--- src/rtl/irq_event_regs.sv ---
module irq_event_regs #(
  parameter int NUM_CTX = 4,
  parameter int ADDR_W  = 3
) (
  input  logic               clk,
  input  logic               rst_n,
  input  logic [NUM_CTX-1:0] ctx_done,
  input  logic               selfid_rx,
  input  logic               phy_clk_ok,
  input  logic               req_valid,
  input  logic               req_write,
  input  logic [ADDR_W-1:0]  req_addr,
  input  logic [31:0]        req_wdata,
  output logic               rd_valid,
  output logic [31:0]        rd_data,
  output logic               irq
);

  localparam int SID_BIT = NUM_CTX;
  localparam int RAF_BIT = NUM_CTX + 1;
  localparam logic [31:0] EVT_IMPL = (32'd1 << (NUM_CTX + 2)) - 32'd1;
  localparam logic [31:0] MSK_IMPL = EVT_IMPL | 32'h8000_0000;
  localparam logic [ADDR_W-1:0] A_EVT_SET = ADDR_W'(0);
  localparam logic [ADDR_W-1:0] A_EVT_CLR = ADDR_W'(1);
  localparam logic [ADDR_W-1:0] A_MSK_SET = ADDR_W'(2);
  localparam logic [ADDR_W-1:0] A_MSK_CLR = ADDR_W'(3);
  localparam logic [ADDR_W-1:0] A_STATUS  = ADDR_W'(4);
  localparam logic [ADDR_W-1:0] A_LINK    = ADDR_W'(5);

  logic [31:0] evt_q, msk_q, link_q, hw_set, rd_mux;
  logic        wr, rd, link_fail;

  assign wr        = req_valid & req_write;
  assign rd        = req_valid & ~req_write;
  assign link_fail = req_valid & (req_addr == A_LINK) & ~phy_clk_ok;
  assign hw_set    = 32'(ctx_done) | (32'(selfid_rx) << SID_BIT) | (32'(link_fail) << RAF_BIT);

  always_ff @(posedge clk) begin
    if (!rst_n) begin
      evt_q  <= '0;
      msk_q  <= '0;
      link_q <= '0;
    end else begin
      evt_q <= (((wr && req_addr == A_EVT_CLR) ? evt_q & ~req_wdata : evt_q)
               | ((wr && req_addr == A_EVT_SET) ? req_wdata : 32'd0)
               | hw_set) & EVT_IMPL;
      if (wr && req_addr == A_MSK_SET) msk_q <= (msk_q | req_wdata) & MSK_IMPL;
      else if (wr && req_addr == A_MSK_CLR) msk_q <= msk_q & ~req_wdata;
      if (wr && req_addr == A_LINK && phy_clk_ok) link_q <= req_wdata;
    end
  end

  always_comb begin
    case (req_addr)
      A_EVT_SET:            rd_mux = evt_q;
      A_EVT_CLR:            rd_mux = evt_q & msk_q;
      A_MSK_SET, A_MSK_CLR: rd_mux = msk_q;
      A_STATUS:             rd_mux = {31'd0, phy_clk_ok};
      A_LINK:               rd_mux = phy_clk_ok ? link_q : 32'd0;
      default:              rd_mux = 32'd0;
    endcase
  end

  always_ff @(posedge clk) begin
    if (!rst_n) begin
      rd_valid <= 1'b0;
      rd_data  <= '0;
    end else begin
      rd_valid <= rd;
      if (rd) rd_data <= rd_mux;
    end
  end

  assign irq = msk_q[31] & |(evt_q & msk_q & 32'h7FFF_FFFF);

  AST_IRQ_NEEDS_MASTER: assert property (@(posedge clk) disable iff (!rst_n)
    irq |-> msk_q[31]);
  AST_HW_SET_WINS: assert property (@(posedge clk) disable iff (!rst_n)
    ($past(rst_n) && $past(ctx_done[0])) |-> evt_q[0]);
  AST_SELFID_STICKS: assert property (@(posedge clk) disable iff (!rst_n)
    ($past(rst_n) && $past(selfid_rx)) |-> evt_q[SID_BIT]);
  AST_FAIL_FLAGGED: assert property (@(posedge clk) disable iff (!rst_n)
    ($past(rst_n) && $past(link_fail)) |-> evt_q[RAF_BIT]);
  AST_FAIL_WRITE_INERT: assert property (@(posedge clk) disable iff (!rst_n)
    ($past(rst_n) && $past(link_fail && req_write)) |-> $stable(link_q));
  AST_FAIL_READ_ZERO: assert property (@(posedge clk) disable iff (!rst_n)
    ($past(rst_n) && $past(link_fail && !req_write)) |-> (rd_valid && rd_data == 32'd0));
  AST_READ_LATENCY: assert property (@(posedge clk) disable iff (!rst_n)
    ($past(rst_n) && rd_valid) |-> $past(req_valid && !req_write));

endmodule

--- config.mk ---
export PLATFORM = sky130hd
export DESIGN_NAME = irq_event_regs
export DESIGN_NICKNAME = d
export VERILOG_FILES = /design/src/rtl/irq_event_regs.sv
export SDC_FILE = /design/constraint.sdc
export NUM_CORES = 1
export LEC_CHECK = 0
export ABC_AREA = 1
export BUFFER_PORTS_ARGS = -buffer_cell sky130_fd_sc_hd__clkbuf_2
export CORE_MARGIN = 2
export CORE_UTILIZATION = 45
export DETAILED_ROUTE_END_ITERATION = 8
export GPL_TIMING_DRIVEN = 0
export PLACE_DENSITY = 0.67
export SYNTH_ARGS = -nofsm -noshare
export SYNTH_HDL_FRONTEND = slang
export SYNTH_SLANG_ARGS = --single-unit
--- constraint.sdc ---
create_clock -name clk -period 1.2 [get_ports clk]
set_input_delay 0.12 -clock clk [delete_from_list [all_inputs] [get_ports clk]]
set_output_delay 0.12 -clock clk [all_outputs]
set_load 0.005 [all_outputs]
==> impl_metrics.toml, run 1 <==
[synth]
yosys.area.top_type_share_pct = 48.4
synth.avg_cell_area_um2 = 7.26
synth-seq-cells = 103
synth_cell_type_count = 23
ys_warn_count = 0
syn_area_mm2 = 0.00426
synth_cells = 587
syn_nets = 632
yosys.area.top_type = "dfxtp_1"
ys_seq_area_share_pct = 48.4
synth.area.top_cells = "dfxtp_1 (48%), nand2_1 (12%), o21ai_0 (8.5%)"

[worst_setup_path]
criticalPathCategory = "register to primary output"
startpoint_type = "register"
crit_family = "flip-flops"
path_buf_inv = 2
cp.required_ns = 1.08
cp.arrival_ns = 1.26
crit_slowest_cell = "dfxtp_2"
cp.depth = 5
ff2ff_path_depth = 6
endpoint_kind = "primary output"
worstPathCellList = "nand2_2 > inv_2 > nor3_4 > a31oi_1 > buf_2"
cp_max_fo = 3
cp_slowest_stage_delay_ns = 0.34

[clock_tree]
clock_latency_ns = 0.37
cts_root_buffer = "clkbuf_8"
clock-sinks = 103
cts_htree_levels = 3
clk_pin_slew_ns = 0.10
cts_made_buffers = 9
cts_tree = "yes"
clock_path_buffers = 2

[grt]
antenna_found_initial = 0
grt_pass1_wl_mm = 19.5
grt-ovfl-total = 0
first_global_vias = 4140
grt_max_degree = 19
grt_use_total_pct = 23.7

[placement]
placement.io_buffers = 75
place.gp.congestion = 0.874
postPlaceCellArea_mm2 = 0.00478
placed_cells = 773
dp_hpwl_mm = 8.23
place_worst_setup_slack_ns = -0.334

[die]
dieHeight_um = 101
rows = 35
io_pins = 79
fp.dieArea_mm2 = 0.0103
core_area_mm2 = 0.00920
start_util_pct = 46.4
fp.dieW_um = 101

[route]
first_pass_iters = 5
drc = 0
final_antenna_net_count = 0
first_iter_violations = 319
viasPerCell = 5.25
vias = 4298
wl_per_cell_um = 14.4
drt-total-wl_mm = 11.8

[layout]
nets = 748
finalNonFillerCells = 819
syn_to_final_growth_pct = 24.1
diodes = 0
final_cell_area_mm2 = 0.00529
drive_above_1_share_pct = 19.2
fill_cells = 945

[pwr]
pwr-share-seq_pct = 56.6
switching_share_pct = 26.7
power_frac_comb_pct = 9.0
power_mw = 6.14
clkPwrFrac_pct = 34.4
p_switching_mw = 1.64
peakVddDrop_mv = 0.555
power.internal_mw = 4.50
power_density_mw_per_mm2 = 1160
power.leakage_nw = 2.06

[timing]
slew_viol_final = 0
period_share_pct = 115
fmax_mhz = 727
hold_viol_final = 2
clock_skew_ns = 0.00834
worst_slew_pin_slew_ns = 0.520
maxSlewHeadroom_pct = 65.4
period_minus_slack_ns = 1.38
rsz0062_at_grt = "yes"
finalSetupViolCount = 1
layout_setup_ws_ns = -0.175
hold_slack_ns = -0.00704

[job]
maxCapViolCount = 0

[status]
violations = "hold timing, setup timing"
status = "finished, violations left"

[worst_hold_path]
whs_path_depth = 3
hold_class = "input port to register"
## sequential cells by signal, summed over array words and instances (netlist names)
register / count
msk_q: 32
rd_valid: 1
evt_q: 6
rd_data: 32
link_q: 32
## cell usage after synthesis
cell type,count
nand3b_1,4
clkinv_1,1
nand2_1,140
nand2_2,2
o21ai_0,72
nor2_4,2
clkbuf_1,25
inv_1,16
nand3_2,1
nand3_1,44
o22ai_1,1
buf_4,5
nor3_1,1
nor2_8,1
a31oi_1,27
nor2_1,70
inv_2,4
inv_4,1
a21oi_1,49
dfxtp_1,103
buf_1,1
buf_2,12
nand4_1,5
## layout make-up
type / instances / area [um2] / area share, %
repair buffers: 105 / 671 / 12.7
well taps: 111 / 139 / 2.63
clock buffers: 10 / 138 / 2.60
inverters: 22 / 85.1 / 1.61
clock inverters: 6 / 50.0 / 0.946
multi-input cells: 419 / 1940 / 36.7
flip-flops and latches: 103 / 2070 / 39.1
plain buffers: 43 / 200 / 3.78
## power by group through the flow
stage                     sequential (mW)  combinational, mW  clock (mW)
after floorplan                      3.54              0.263           0
after global placement               3.55              0.462           0
after detailed placement             3.55              0.471           0
after CTS                            3.47              0.549        2.14
after global routing                 3.48              0.609        2.28
final                                3.47              0.554        2.11
## logic make-up (layout without fill, tap and decap cells)
kind of cell           Yosys count  count (layout)  share of synthesized area, %
AND/OR/NAND/NOR                270             270                          26.7
AO/OA/AOI/OAI                  149             149                          18.3
flip-flops                     103             103                          48.4
buffers and inverters           65             186                          6.57
## per-layer routing
metal	vias up	track usage, %	wire length (um)
li1	2189	-	-
met1	1983	31.8	5310
met5	-	0	0
met3	15	2.76	554
met4	0	7.07	165
met2	111	40.4	5740
## through the flow
stage	hold slack, ns	TNS, ns	util [%]
global route	0.0341	-0.246	57.5
finish	-0.00704	-0.175	57.5
floorplan	0.219	0	-
global placement	0.323	-21.54	51.9
CTS	0.00109	-0.211	57.3
detailed placement	0.326	-24.26	51.9
## worst paths after layout
kind / start / to / slack [ns]
worst min register to register: msk_q[15] / msk_q[15] / 0.46
worst min-delay path: ctx_done[3] / evt_q[3] / -0.007
worst max-delay path: msk_q[2] / irq / -0.18
worst max register to register: evt_q[3] / rd_data[3] / 0.25
## cells in the final DEF (no fill, tap or decap), types with 2 or more instances in the layout
cell type	synthesis	layout
nand2_1	140	138
dfxtp_1	103	98
clkbuf_2	0	78
o21ai_0	72	70
nor2_1	70	69
a21oi_1	49	49
nand3_1	44	44
dlygate4sd3_1	0	28
a31oi_1	27	27
clkbuf_1	25	21
inv_1	16	14
buf_2	12	13
clkbuf_8	0	10
buf_4	5	7
inv_2	4	6
nand4_1	5	5
dfxtp_2	0	5
nand2_2	2	4
nand3b_1	4	4
o21ai_1	0	2
nor2_4	2	2
inv_6	0	2
## worst min-delay path, stage by stage
cell,delay (ns)
clkbuf_2,0.07
a21oi_1,0.03
a21oi_1,0.10
## what timing repair did
action / 4_1_cts / 5_1_grt
endpoints found under the setup margin: 1 / 39
endpoints found under the hold margin: 28 / 0
resized for setup: 5 / 18
setup buffers: 2 / 0
hold buffers: 28 / 0
pin swaps: 2 / 3
Power figures use the tool's default switching activity.
==> inputs of run 2 (changes only) <==
Settings changed: ABC_AREA 1 to default.
==> run 2 against run 1 <==
The run ends with setup timing left. Hold slack improved by 0.014 ns. Core utilization decreased by 0.65 points. Cell count decreased by 14%. Die area increased by 1.4%. Critical path depth decreased by 2. Design area decreased by 0.19%. Synthesized area increased by 1.5%. Sequential share of layout area increased by 0.24 points. Via count decreased by 5.8%. Setup slack improved by 0.12 ns.
==> impl_metrics.toml, run 2 <==
[pwr]
power.leakage_nw = 2.10
power_density_mw_per_mm2 = 1250
peakVddDrop_mv = 0.688
power_mw = 6.61

[synth]
synth_cell_type_count = 35
synth-seq-cells = 103
yosys.area.top_type = "dfxtp_1"
ys_seq_area_share_pct = 47.7
synth_compound_gate_area_share_pct = 30.0
muxShareOfSynthArea_pct = 0
synth_top_family_by_area = "compound AO/OA/AOI/OAI gates"
synth_flop_cell = "dfxtp_1"
synth-adder-area-share_pct = 0
syn_area_mm2 = 0.00433
synth_xor_area_share_pct = 0
synthArstFlopShare_pct = 0
synth_cells = 469
synthMostInstantiatedCell = "dfxtp_1"
synth.area.top_cells = "dfxtp_1 (48%), a221oi_2 (8.0%), a21oi_1 (5.1%)"
ys_warn_count = 0
syn_nets = 514
synth-simple-area-share_pct = 15.2
yosys.area.top_type_share_pct = 47.7
synth_common_cells = "dfxtp_1 (103), nor2_1 (55), a21oi_1 (44)"
synth_edf_count = 0
synth.avg_cell_area_um2 = 9.22

[die]
io_pins = 79
fp.dieArea_mm2 = 0.0104
dieHeight_um = 102
rows = 35
core_area_mm2 = 0.00928
fp.dieW_um = 102
start_util_pct = 46.6

[worst_setup_path]
r2r_start = "evt_q[0]"
ff2ff_path_depth = 3
startpoint_type = "register"
r2r_end = "rd_data[0]"
worstPathCellList = "a22oi_2 > a31oi_1 > buf_2"
rrSetupSlack_ns = 0
cp_max_fo = 3
crit_slowest_cell = "dfxtp_2"
cp_slowest_stage_delay_ns = 0.36
cp.required_ns = 1.08
crit_start = "evt_q[4]"
cp.arrival_ns = 1.14
endpoint_kind = "primary output"
criticalPathCategory = "register to primary output"

[clock_tree]
cts_tree = "yes"
cts_htree_levels = 3
cts_root_buffer = "clkbuf_8"
cts_made_buffers = 9
clock-sinks = 103
clock_latency_ns = 0.37
clk_pin_slew_ns = 0.10
clock_path_buffers = 2

[route]
drt-total-wl_mm = 12.1
drc = 0
wl_per_cell_um = 17.1
first_iter_violations = 217
viasPerCell = 5.72
vias = 4049
first_pass_iters = 5
final_antenna_net_count = 0

[worst_hold_path]
min_to = "link_q[21]"
hold_class = "input port to register"
min_from = "req_wdata[21]"
whs_path_depth = 3

[timing]
worst_slew_pin_slew_ns = 0.762
setup_tns_ns = -0.0552
period_minus_slack_ns = 1.26
maxSlewHeadroom_pct = 49.2
rsz0062_at_grt = "yes"
finalSetupViolCount = 1
slew_viol_final = 0
hold_slack_ns = 0.00701
hold_viol_final = 0
layout_setup_ws_ns = -0.0552
clock_skew_ns = 0.00724
period_share_pct = 105
fmax_mhz = 797

[placement]
place.gp.congestion = 0.822
dp_hpwl_mm = 8.31
postPlaceCellArea_mm2 = 0.00487
placement.io_buffers = 77

[grt]
grt_pass1_wl_mm = 19.3
antenna_found_initial = 0
grt-ovfl-total = 0
grt_max_degree = 18
first_global_vias = 3807
grt_use_total_pct = 23.7

[status]
violations = "setup timing"
status = "finished, violations left"

[layout]
layout_common_cells = "dfxtp_1 (91), clkbuf_2 (76), nor2_1 (55)"
drive_above_1_share_pct = 31.6
layout_commonest_cell = "dfxtp_1"
final_cell_area_mm2 = 0.00528
final_core_util_pct = 56.9
diodes = 0
reg.largest.list = "link_q: 32 flops, msk_q: 32 flops, rd_data: 32 flops"
syn_to_final_growth_pct = 22.1
nets = 619

[job]
maxCapViolCount = 0
-- run 2: cell types whose count changed after synthesis, moves of 20 or more --
cell	before	now
nor3_1	1	26
o21ai_0	72	37
a221oi_2	0	23
nand2_1	140	3
o21a_1	0	25
a31oi_1	27	7
-- run 2: area by class of cell --
cell class / instances / area, um2
Fill cell: 865 / 4000
Tap cell: 129 / 161
Timing Repair Buffer: 94 / 541
Buffer: 47 / 280
Clock inverter: 6 / 67.6
Multi-Input combinational cell: 311 / 1990
Inverter: 8 / 30.0
Clock buffer: 10 / 138
Sequential cell: 103 / 2080
-- run 2: cell families after synthesis --
| kind of cell | Yosys count |
|---|---|
| AO/OA/AOI/OAI | 173 |
| buffers and inverters | 55 |
| AND/OR/NAND/NOR | 138 |
| flip-flops | 103 |
-- run 2: worst max path at each step --
stage,endpoint,slack (ns),depth (start not counted)
finish,irq,-0.06,3
global route,irq,-0.09,3
CTS,irq,-0.05,3
detailed placement,rd_data[13],-0.38,6
global placement,rd_data[12],-0.37,6
floorplan,rd_data[10],0.08,6
-- run 2: power breakdown --
part	switching, mW	internal (mW)
registers	0.0481	3.50
logic	0.469	0.313
clock network	1.25	1.03
total	1.77	4.84
-- run 2: critical path, delay by kind of cell (launching register included) --
kind,cells,cell delay (ns)
DFF,1,0.36
AOI/OAI and AO/OA,2,0.27
buffers and inverters,1,0.15
-- run 2: repair_timing --
item                       4_1_cts  5_1_grt
pin swaps                        3        2
buffers inserted                 5        1
hold buffers                    10        1
hold endpoints to repair        10        1
setup endpoints to repair        2        2
resized for setup               16        4
-- run 2: per-layer routing --
layer / track usage, % / wire length (um) / vias to the layer above
li1: - / - / 1924
met1: 31.2 / 5190 / 1977
met2: 41.6 / 6120 / 136
met3: 3.97 / 640 / 12
met4: 4.21 / 133 / 0
met5: 0 / 0 / -
-- run 2: stage by stage --
step                      cells  setup slack [ns]
final                       708           -0.0552
after global routing        708           -0.0949
after CTS                   706           -0.0508
after detailed placement    675            -0.380
after global placement      675            -0.368
after floorplan             469            0.0774
